<file path="src/rtl/storeSeqPkg.sv">
`timescale 1ns/1ps
package storeSeqPkg;
  localparam int ADDR_W  = 15;
  localparam int SEQ_LEN = 6;

  typedef enum logic [1:0] {ST_IDLE, ST_ERASE, ST_PROGRAM} storeStateT;

  typedef struct packed {
    logic stepAdvance;
    logic stepRestart;
    logic stepClear;
    logic timerStart;
    logic timerRun;
  } ctlStrobesT;

  // Fixed command chain; the order is behaviour.
  function automatic logic [ADDR_W-1:0] seqAddr(input int idx);
    case (idx)
      0:       seqAddr = 15'h0E38;
      1:       seqAddr = 15'h31C7;
      2:       seqAddr = 15'h03E0;
      3:       seqAddr = 15'h3C1F;
      4:       seqAddr = 15'h303F;
      default: seqAddr = 15'h0FC0;
    endcase
  endfunction
endpackage

</file>
<file path="src/rtl/seqDatapath.sv">
`timescale 1ns/1ps
module seqDatapath
  import storeSeqPkg::*;
#(
  parameter int ERASE_CYC = 8,
  parameter int STORE_CYC = 20
) (
  input  logic              clk,
  input  logic              rstN,
  input  logic [ADDR_W-1:0] addr,
  input  ctlStrobesT        ctl,
  output logic              matchNext,
  output logic              matchFirst,
  output logic              lastStep,
  output logic              eraseDone,
  output logic              storeDone
);
  localparam int STEP_W = $clog2(SEQ_LEN);
  localparam int TMR_W  = $clog2(STORE_CYC + 1);

  logic [STEP_W-1:0]  stepIdx;
  logic [TMR_W-1:0]   tmr;
  logic [SEQ_LEN-1:0] hitVec;

  // One comparator per chain position.
  for (genvar g = 0; g < SEQ_LEN; g++) begin : gHit
    assign hitVec[g] = (addr == seqAddr(g));
  end

  assign matchNext  = hitVec[stepIdx];
  assign matchFirst = hitVec[0];
  assign lastStep   = (stepIdx == STEP_W'(SEQ_LEN - 1));

  always_ff @(posedge clk) begin
    if (!rstN)                stepIdx <= '0;
    else if (ctl.stepClear)   stepIdx <= '0;
    else if (ctl.stepRestart) stepIdx <= STEP_W'(1);
    else if (ctl.stepAdvance) stepIdx <= stepIdx + STEP_W'(1);
  end

  always_ff @(posedge clk) begin
    if (!rstN)               tmr <= '0;
    else if (ctl.timerStart) tmr <= '0;
    else if (ctl.timerRun)   tmr <= tmr + TMR_W'(1);
  end

  assign eraseDone = (tmr == TMR_W'(ERASE_CYC - 1));
  assign storeDone = (tmr == TMR_W'(STORE_CYC - 1));
endmodule

</file>
<file path="src/rtl/seqControl.sv">
`timescale 1ns/1ps
module seqControl
  import storeSeqPkg::*;
(
  input  logic       clk,
  input  logic       rstN,
  input  logic       rdStrobe,
  input  logic       wrStrobe,
  input  logic       devBusy,
  input  logic       matchNext,
  input  logic       matchFirst,
  input  logic       lastStep,
  input  logic       eraseDone,
  input  logic       storeDone,
  output ctlStrobesT ctl,
  output logic       storeStart,
  output logic       storeBusy,
  output logic       erasePhase,
  output logic       programPhase
);
  storeStateT state, stateNxt;
  logic       launch;

  always_comb begin
    ctl      = '0;
    stateNxt = state;
    launch   = 1'b0;
    unique case (state)
      ST_IDLE: begin
        if (!devBusy) begin
          if (wrStrobe) begin
            ctl.stepClear = 1'b1;
          end else if (rdStrobe) begin
            if (matchNext && lastStep) begin
              launch         = 1'b1;
              ctl.stepClear  = 1'b1;
              ctl.timerStart = 1'b1;
              stateNxt       = ST_ERASE;
            end else if (matchNext) begin
              ctl.stepAdvance = 1'b1;
            end else if (matchFirst) begin
              ctl.stepRestart = 1'b1;
            end else begin
              ctl.stepClear = 1'b1;
            end
          end
        end
      end
      ST_ERASE: begin
        ctl.timerRun = 1'b1;
        if (eraseDone) stateNxt = ST_PROGRAM;
      end
      ST_PROGRAM: begin
        ctl.timerRun = 1'b1;
        if (storeDone) stateNxt = ST_IDLE;
      end
      default: stateNxt = ST_IDLE;
    endcase
  end

  always_ff @(posedge clk) begin
    if (!rstN) begin
      state      <= ST_IDLE;
      storeStart <= 1'b0;
    end else begin
      state      <= stateNxt;
      storeStart <= launch;
    end
  end

  assign storeBusy    = (state != ST_IDLE);
  assign erasePhase   = (state == ST_ERASE);
  assign programPhase = (state == ST_PROGRAM);
endmodule

</file>
<file path="src/rtl/storeSeqDetector.sv">
`timescale 1ns/1ps
module storeSeqDetector
  import storeSeqPkg::*;
#(
  parameter int ERASE_CYC = 8,
  parameter int STORE_CYC = 20
) (
  input  logic        clk,
  input  logic        rstN,
  input  logic [14:0] addr,
  input  logic        rdStrobe,
  input  logic        wrStrobe,
  input  logic        devBusy,
  output logic        storeStart,
  output logic        storeBusy,
  output logic        erasePhase,
  output logic        programPhase
);
  ctlStrobesT ctl;
  logic matchNext, matchFirst, lastStep, eraseDone, storeDone;

  seqDatapath #(.ERASE_CYC(ERASE_CYC), .STORE_CYC(STORE_CYC)) uDp (
    .clk(clk), .rstN(rstN), .addr(addr), .ctl(ctl),
    .matchNext(matchNext), .matchFirst(matchFirst), .lastStep(lastStep),
    .eraseDone(eraseDone), .storeDone(storeDone)
  );

  seqControl uCtl (
    .clk(clk), .rstN(rstN), .rdStrobe(rdStrobe), .wrStrobe(wrStrobe),
    .devBusy(devBusy), .matchNext(matchNext), .matchFirst(matchFirst),
    .lastStep(lastStep), .eraseDone(eraseDone), .storeDone(storeDone),
    .ctl(ctl), .storeStart(storeStart), .storeBusy(storeBusy),
    .erasePhase(erasePhase), .programPhase(programPhase)
  );
endmodule

</file>
<file path="config.mk">
export PLATFORM = sky130hd
export DESIGN_NAME = storeSeqDetector
export DESIGN_NICKNAME = d
export VERILOG_FILES = /design/src/rtl/storeSeqPkg.sv /design/src/rtl/seqDatapath.sv /design/src/rtl/seqControl.sv /design/src/rtl/storeSeqDetector.sv
export SDC_FILE = /design/constraint.sdc
export NUM_CORES = 1
export LEC_CHECK = 0
export ABC_AREA = 1
export BUFFER_PORTS_ARGS = -buffer_cell sky130_fd_sc_hd__buf_4
export CAP_MARGIN = 20
export CORE_AREA = 5 5 54 46
export CTS_CLUSTER_DIAMETER = 50
export DETAILED_ROUTE_END_ITERATION = 16
export DIE_AREA = 0 0 59 51
export GPL_TIMING_DRIVEN = 0
export HOLD_SLACK_MARGIN = 0.02
export PLACE_DENSITY_LB_ADDON = 0.25
export SLEW_MARGIN = 20
export SYNTH_ARGS = -nofsm -noshare
export SYNTH_HDL_FRONTEND = slang
export SYNTH_SLANG_ARGS = --single-unit
</file>
<file path="constraint.sdc">
create_clock -name clk -period 3.9 [get_ports clk]
set_input_delay 0.78 -clock clk [delete_from_list [all_inputs] [get_ports clk]]
set_output_delay 0.78 -clock clk [all_outputs]
set_load 0.05 [all_outputs]
</file>
==> qor.csv, run 1 <==
stage;metric;value;unit
cts;cts.sinks;11;
yosys;synth_mux_area_share;1.01;%
yosys;synth_area;996;sq um
status;status;finished, final reports clean;
yosys;synth_top_family_by_area;simple AND/OR/NAND/NOR gates;
cts;clk_latency;0.27;ns
floorplan;fp.dieW;59;microns
yosys;syn_avg_cell_area;6.30;sq um
yosys;yosys_warnings;0;
yosys;ys_seq_area_share;22.1;%
yosys;synth_top_area_share;22.1;%
sta;fmax;0.500;GHz
cts;cts_buffer_depth;2;
global_route;grtUsageTotal;16.5;%
place;dp_cells;205;
cts;cts-htree-levels;1;
setup_path;criticalPathCategory;in -> reg;
worst_hold_path;min_from;uCtl.state[1]$_SDFFE_PN0P_;
run;maxCapViolCount;0;
cells_and_area;syn_to_final_growth;23.0;%
yosys;synth_fa_ha_area_share;7.54;%
cts;cts_setup_buffers;0;
power;power.leakage;0.565;nW
setup_path;cp_max_fo;3;
floorplan;io_pins;24;
floorplan;fp.dieH;51;microns
yosys;yosys.area_share.simple;51.6;%
sta;layout_min_cycle_time;2.00;ns
yosys;synth_compound_area_share;5.03;%
global_route;use_met1;24.2;%
sta;setup_violations;0;
sta;period_share;51.3;%
cts;numCtsBuffers;3;
yosys;yosys.area_share.xor_xnor;3.52;%
cts;cts-root-buf;clkbuf_4;
power;peakVddDrop;0.000382;V
sta;slew_headroom;68.0;%
sta;hold_viol;0;
sta;rsz0062_at_grt;false;
place;portBuffers;23;
global_route;grt_pass1_wl;3970;microns
route;via_count;1038;
cts;cts_tree;built;
yosys;synthesis.nets;184;
sta;skew;0.00743;ns
sta;slew_violations;0;
cells_and_area;drive_gt1_share;24.3;%
yosys;syn_inst;158;
cts;post_cts_resized;0;
cts;postCtsHoldBufs;0;
setup_path;cp_data_required_time;4.10;ns
global_route;grt_pass1_vias;928;
setup_path;reg2reg_to;uCtl.state[1]$_SDFFE_PN0P_;
worst_hold_path;hold_path.class;reg -> reg;
route;postRouteAntennaNets;0;
setup_path;critical_path_arrival;2.20;ns
global_route;antenna_found_initial;0;
global_route;gr-usage-met2;24.4;%
sta;hold-worst-slack;0.533;ns
cells_and_area;antenna_cells;0;
setup_path;cp-startpoint;addr[6];
yosys;ys_ff_latch;11;
floorplan;start_util;53.6;%
global_route;busiest_layer;met2;
global_route;grt_overflow;0;
yosys;synth_area_leaders;dfxtp_1 (22%), nand2_1 (13%), nor2_1 (9.4%);
global_route;grt_max_degree;8;
sta;worstMarginPinSlew;0.476;ns
route;wire_per_inst;10.7;microns
cts;path_clk_slew;0.07;ns
setup_path;r2r_setup_slack;2.21;ns
route;drt_iter0_markers;40;
place;gp_congestion;0.819;
cells_and_area;stdcell_count;209;
worst_hold_path;hold_path_depth;2;
cells_and_area;layout.nets;212;
power;p_per_area;371;nW/um^2
floorplan;core;1860;sq um
sta;setup_tns;0;ns
setup_path;crit_path_end;uDp.stepIdx[2]$_SDFFE_PP0P_;
place;dpl.hpwl;1920;microns
setup_path;r2r-start;uDp.stepIdx[0]$_SDFFE_PP0P_;
global_route;grt_util_met3;5.54;%
setup_path;r2r.worst_path.cells;13;
setup_path;endpoint_kind;register;
route;wl;2230;microns
yosys;synth_top_cell_by_area;dfxtp_1;
route;dr.pass1.iters;4;
yosys;synth.distinct_cells;27;
route;drc;0;
floorplan;fp.dieArea;3010;sq um
route;routed_via_density;4.97;
setup_path;cp-start-kind;input port;
floorplan;row_count;14;
==> report_power, final <==
part           switching [mW]  total, mW  internal [mW]  leakage (nW)
logic                   0.155      0.241         0.0862         0.461
clock network          0.0370     0.0765         0.0396        0.0150
registers             0.00938      0.137          0.127        0.0892
total                   0.202      0.455          0.253         0.565
==> per-layer routing <==
metal,vias up,part of all wire [%],wire length (microns)
met1,446,51,1150
met4,0,0,0
met2,28,43,963
met5,-,0,0
met3,0,5.5,123
li1,564,-,-
==> placed cells by master (no fill, tap or decap), drive strengths merged <==
master  instances
xnor2           2
inv            22
nor4            1
mux2i           1
ha              6
clkbuf          4
nand4           6
nand2          40
o21ai           4
nand3          21
clkinv          1
nor3            4
xor2            2
a22oi           1
a21boi          1
nor2           30
and3            1
dfxtp          11
buf            24
a21oi           3
==> layout make-up <==
| cell class | instances | area (sq um) |
|---|---|---|
| Clock buffer | 4 | 26.3 |
| Sequential cell | 11 | 220 |
| Fill cell | 166 | 632 |
| Multi-Input combinational cell | 123 | 684 |
| Tap cell | 24 | 30.0 |
| Timing Repair Buffer | 23 | 173 |
| Inverter | 23 | 86.3 |
| Buffer | 1 | 5.00 |
==> synth_stat cells, drive strengths merged <==
master and n:
xnor2 2, a21boi 1, dfxtp 11, a21oi 3
a22oi 1, ha 6, xor2 2, clkinv 1
inv 22, mux2i 1, nand3 21, nor3 4
and3 1, o21ai 4, nor4 1, nor2 30
buf 1, nand2 40, nand4 6
==> flip-flops by register name, summed over array words and instances (netlist names) <==
signal and cells:
uDp.stepIdx 3, uDp.tmr 5, uCtl.state 2, uCtl.storeStart 1
==> worst min-delay path by stage <==
stage / endpoint / slack [ns]
2_1_floorplan: uCtl.state[1]$_SDFFE_PN0P_ / 0.47
5_1_grt: uCtl.state[1]$_SDFFE_PN0P_ / 0.56
3_3_place_gp: uCtl.state[1]$_SDFFE_PN0P_ / 0.49
3_5_place_dp: uCtl.state[1]$_SDFFE_PN0P_ / 0.53
4_1_cts: uCtl.state[1]$_SDFFE_PN0P_ / 0.54
6_report: uCtl.state[1]$_SDFFE_PN0P_ / 0.53
==> cells by family after synthesis <==
| logic type | after synthesis |
|---|---|
| AND/OR/NAND/NOR | 103 |
| buffers and inverters | 24 |
| flip-flops | 11 |
| AO/OA/AOI/OAI | 9 |
| adder cells (fa/ha/maj) | 6 |
| XOR/XNOR | 4 |
| multiplexers | 1 |
==> per-stage QoR <==
stage	instance area, sq um	total power [mW]	worst slack [ns]	utilization (%)
6_report	1220	0.455	1.90	66.0
5_1_grt	1220	0.492	1.82	66.0
4_1_cts	1220	0.458	1.90	66.0
3_5_place_dp	1200	0.380	1.63	64.6
3_3_place_gp	1200	0.369	1.67	64.6
2_1_floorplan	996	0.311	2.00	-
==> critical path, cell delays in order <==
cell	delay, ns
buf_4	0.11
nor2_1	0.15
nand2_2	0.09
nor4_1	0.46
nand3_1	0.15
nand3_1	0.11
nand2_1	0.06
nand2_1	0.08
nand3_1	0.10
nor2_1	0.10
Power figures use the tool's default switching activity.
==> run 2, diff against run 1 <==
Settings changed: CORE_AREA 5 5 54 46 to 5 5 58 50, DIE_AREA 0 0 59 51 to 0 0 63 55.
Clock period 3.9 ns to 1.7 ns, I/O delays scaled along.
==> run 2 against run 1 <==
- first-iteration DRC count decreased by 43%
- critical endpoint unchanged
- utilization decreased by 11 points
- register-to-register slack got worse by 2.0 ns
- critical path type unchanged
- critical path depth unchanged
- clock skew decreased by 0.0069 ns
==> qor.csv, run 2 (synthesis gave the netlist of run 1 again) <==
stage;metric;value;unit
status;status;finished, final reports clean;
route;wire_per_inst;11.0;microns
setup_path;cp-start-kind;input port;
cts;cts_tree;built;
floorplan;row_count;16;
cts;cts-htree-levels;1;
setup_path;cp_max_fo;3;
cells_and_area;final_cell_mix;nand2_1 (35), nor2_1 (25), buf_4 (24);
floorplan;fp.dieW;63;microns
floorplan;start_util;43.3;%
sta;worstMarginPinSlew;0.485;ns
place;gp_congestion;0.797;
global_route;grtUsageTotal;15.0;%
cts;postCtsHoldBufs;0;
cells_and_area;largest_reg_flops;5;
route;via_count;1061;
cells_and_area;utilization;54.6;%
power;peakVddDrop;0.000982;V
floorplan;fp.dieH;55;microns
sta;hold-worst-slack;0.326;ns
sta;period_share;90.3;%
route;wl;2340;microns
global_route;grt_pass1_wl;4140;microns
route;dr.pass1.iters;4;
cts;cts.sinks;11;
place;dpl.hpwl;1950;microns
floorplan;fp.dieArea;3470;sq um
cells_and_area;drive_gt1_share;28.0;%
place;dp_cells;208;
global_route;grt_pass1_vias;1005;
setup_path;endpoint_kind;register;
cells_and_area;reg.largest.list;uDp.tmr: 5 flops, uDp.stepIdx: 3 flops, uCtl.state: 2 flops;
route;drc;0;
cells_and_area;fill_cells;242;
cells_and_area;stdcell_count;213;
sta;rsz0062_at_grt;false;
setup_path;cp_data_required_time;1.91;ns
cells_and_area;syn_to_final_growth;26.1;%
cts;cts-root-buf;clkbuf_4;
route;routed_via_density;4.98;
global_route;grt_overflow;0;
cells_and_area;largest-register;uDp.tmr;
power;p_per_area;836;nW/um^2
global_route;grt_max_degree;8;
sta;fmax;0.652;GHz
global_route;antenna_found_initial;0;
cts;numCtsBuffers;3;
power;power.leakage;0.573;nW
cells_and_area;layout.nets;213;
route;postRouteAntennaNets;0;
cts;path_clk_slew;0.07;ns
cells_and_area;antenna_cells;0;
sta;slew_headroom;67.4;%
sta;hold_viol;0;
route;drt_iter0_markers;23;
run;maxCapViolCount;0;
sta;setup_violations;0;
power;total_power;1.05;mW
place;placed_cell_area;1200;sq um
floorplan;core;2300;sq um
cts;clk_latency;0.27;ns
cells_and_area;layout_commonest_cell;nand2_1;
setup_path;criticalPathCategory;in -> reg;
sta;layout_min_cycle_time;1.53;ns
setup_path;critical_path_arrival;1.75;ns
cells_and_area;fin_area;1260;sq um
floorplan;io_pins;24;
place;portBuffers;23;
worst_hold_path;hold_path.class;in -> reg;
sta;slew_violations;0;
sta;skew;0.000563;ns
cts;cts_buffer_depth;2;
==> run 2: final cells by class <==
| class | instances | area, sq um | share of cell area (%) |
|---|---|---|---|
| buffer | 1 | 5.00 | 0.398 |
| clock buffer | 3 | 22.5 | 1.79 |
| clock inverter | 1 | 5.00 | 0.398 |
| inverter | 23 | 88.8 | 7.07 |
| multi-input combinational | 123 | 697 | 55.5 |
| sequential | 11 | 224 | 17.8 |
| tap | 27 | 33.8 | 2.69 |
| timing repair buffer | 24 | 180 | 14.3 |
==> run 2: report_power, final <==
group          switching (mW)  internal, mW  leakage, nW
registers              0.0234         0.291       0.0900
clock network          0.0935        0.0871       0.0177
logic                   0.351         0.205        0.465
total                   0.467         0.583        0.573
==> run 2: path summary, 6_finish.rpt <==
path	from	to	slack (ns)	depth (start not counted)
setup / recovery	addr[6]	uDp.stepIdx[2]$_SDFFE_PP0P_	0.17	10
hold / removal	rstN	uDp.stepIdx[0]$_SDFFE_PP0P_	0.33	3
setup reg to reg	uDp.stepIdx[0]$_SDFFE_PP0P_	uCtl.state[1]$_SDFFE_PN0P_	0.18	11
hold reg to reg	uCtl.state[1]$_SDFFE_PN0P_	uCtl.state[1]$_SDFFE_PN0P_	0.53	2
==> run 2: metrics by stage <==
stage | setup WS [ns] | TNS (ns)
2_1_floorplan | 0.0740 | 0
3_3_place_gp | -0.108 | -0.259
3_5_place_dp | -0.106 | -0.373
4_1_cts | 0.0221 | 0
5_1_grt | 0.000989 | 0
6_report | 0.166 | 0
==> run 2: per-layer routing <==
layer	GRT usage [%]	part of all wire (%)	up-vias
met3	5.66	7.6	4
met5	0	0	-
met1	18.7	46	460
met4	4.59	0.94	0
met2	24.4	45	33
li1	-	-	564
==> run 2: what timing repair did <==
item                       CTS  global route
setup endpoints to repair    0            10
resized for setup            0             9
buffers inserted             0             1
==> run 2: critical path, cell delays in order <==
cell     delay (ns)
buf_4          0.11
nor2_1         0.15
nand2_2        0.09
nor4_1         0.47
nand3_1        0.14
nand3_1        0.11
nand2_1        0.05
nand2_1        0.08
nand3_1        0.10
nor2_1         0.09
==> run 3, diff against run 2 <==
Settings changed: MAX_ROUTING_LAYER set to met4, PLACE_DENSITY set to 0.7, PLACE_DENSITY_LB_ADDON 0.25 to unset.
==> run 3 against run 2 <==
- sequential power about the same
- combinational power about the same
- worst hold slack improved by 0.0052 ns
- sequential cell count did not move
==> qor.csv, run 3 (synthesis gave the netlist of run 1 again) <==
stage;metric;value;unit
cells_and_area;layout_commonest_cell;nand2_1;
cells_and_area;utilization;54.4;%
place;dpl.hpwl;1770;microns
cells_and_area;antenna_cells;0;
sta;layout_min_cycle_time;1.53;ns
cts;cts.sinks;11;
setup_path;criticalPathCategory;reg -> reg;
setup_path;cp_max_fo;5;
route;routed_via_density;4.83;
status;status;finished, final reports clean;
setup_path;critical_path_arrival;1.69;ns
run;maxCapViolCount;0;
sta;slew_headroom;66.9;%
sta;hold-worst-slack;0.331;ns
cts;clk_latency;0.26;ns
power;power.leakage;0.572;nW
cells_and_area;reg.largest.list;uDp.tmr: 5 flops, uDp.stepIdx: 3 flops, uCtl.state: 2 flops;
global_route;grt_pass1_wl;3560;microns
floorplan;start_util;43.3;%
route;postRouteAntennaNets;0;
route;top_layer;met4;
floorplan;row_count;16;
cts;cts_buffer_depth;2;
cells_and_area;drive_gt1_share;26.9;%
cells_and_area;stdcell_count;213;
floorplan;io_pins;24;
floorplan;fp.dieArea;3470;sq um
cts;cts-root-buf;clkbuf_4;
route;wl_met2;1040;microns
place;gp_congestion;0.842;
cts;cts_tree;built;
sta;fmax;0.652;GHz
route;drc;0;
global_route;grt_max_degree;8;
route;via_count;1028;
global_route;antenna_found_initial;0;
setup_path;cp_slowest_cell;dfxtp_1;
route;wl_met1;1020;microns
sta;skew;0.00114;ns
setup_path;slowest_delay;0.36;ns
floorplan;core;2300;sq um
sta;worstMarginPinSlew;0.492;ns
cts;cts-htree-levels;1;
place;portBuffers;23;
power;p_per_area;832;nW/um^2
cts;path_clk_slew;0.07;ns
setup_path;cp-start-kind;register;
cells_and_area;layout.nets;213;
floorplan;fp.dieW;63;microns
cells_and_area;largest_reg_flops;5;
global_route;grt_pass1_vias;906;
cells_and_area;final_cell_mix;nand2_1 (35), nor2_1 (25), buf_4 (24);
route;wl;2140;microns
route;wire_per_inst;10.1;microns
sta;slew_violations;0;
global_route;grtUsageTotal;13.0;%
sta;hold_viol;0;
setup_path;path_common_cell;nand2_1;
route;drt_iter0_markers;31;
route;dr.pass1.iters;4;
setup_path;path_cells;inv_2, ha_1, nand2_1, nor3_2, nand2_1, nand2_1, nand2_2, o21ai_1, a21oi_1;
sta;setup_violations;0;
cells_and_area;syn_to_final_growth;25.8;%
cells_and_area;largest-register;uDp.tmr;
worst_hold_path;hold_path.class;in -> reg;
setup_path;endpoint_kind;register;
sta;period_share;90.2;%
place;dp_cells;208;
route;wl_met3;63;microns
global_route;grt_overflow;0;
sta;fin_ws;0.166;ns
setup_path;path_delay_family;simple AND/OR/NAND/NOR gates;
setup_path;cp_num_buf_inv;1;
floorplan;fp.dieH;55;microns
place;place_ws;-0.109;ns
power;peakVddDrop;0.00110;V
setup_path;cp_data_required_time;1.85;ns
cts;numCtsBuffers;3;
run 3: report_power, final:
| group | total (mW) | switching (mW) | internal, mW |
|---|---|---|---|
| Sequential | 0.312 | 0.0217 | 0.291 |
| Clock | 0.176 | 0.0852 | 0.0907 |
| Combinational | 0.554 | 0.349 | 0.204 |
run 3: repair_timing:
item | in CTS | in global routing
endpoints found under the setup margin | 0 | 10
hold buffers | 0 | 0
setup buffers | 0 | 1
resized for setup | 0 | 6
run 3: path summary, 6_finish.rpt:
path,slack [ns],endpoint,cells after the start,startpoint
setup reg to reg,0.17,uCtl.state[1]$_SDFFE_PN0P_,9,uDp.stepIdx[1]$_SDFFE_PP0P_
setup / recovery,0.17,uCtl.state[1]$_SDFFE_PN0P_,9,uDp.stepIdx[1]$_SDFFE_PP0P_
hold / removal,0.33,uCtl.storeStart$_SDFF_PP0_,3,rstN
hold reg to reg,0.53,uCtl.state[1]$_SDFFE_PN0P_,2,uCtl.state[1]$_SDFFE_PN0P_
run 3: cell type report:
cell class              instances  area [sq um]
fillers                       239          1050
multi-input cells             123           697
flip-flops and latches         11           224
repair buffers                 24           180
inverters                      23          86.3
well taps                      27          33.8
clock buffers                   4          26.3
plain buffers                   1          5.00
run 3: metal layers:
metal	vias to the layer above	track usage, %
met5	-	-
met2	14	23.0
li1	564	-
met3	4	1.41
met4	0	4.24
met1	446	15.7
run 3: worst register-to-register path, cell delays in order (launching register included):
cell     delay, ns
dfxtp_1       0.36
inv_2         0.12
ha_1          0.15
nand2_1       0.14
nor3_2        0.22
nand2_1       0.09
nand2_1       0.08
nand2_2       0.07
o21ai_1       0.14
a21oi_1       0.06
run 3: per-stage QoR:
| stage | area (sq um) | setup TNS [ns] | total power [mW] |
|---|---|---|---|
| floorplan | 996 | 0 | 0.715 |
| global placement | 1200 | -0.188 | 0.850 |
| global route | 1250 | -0.00855 | 1.11 |
| detailed placement | 1200 | -0.370 | 0.861 |
| finish | 1250 | 0 | 1.04 |
| CTS | 1230 | 0 | 1.03 |
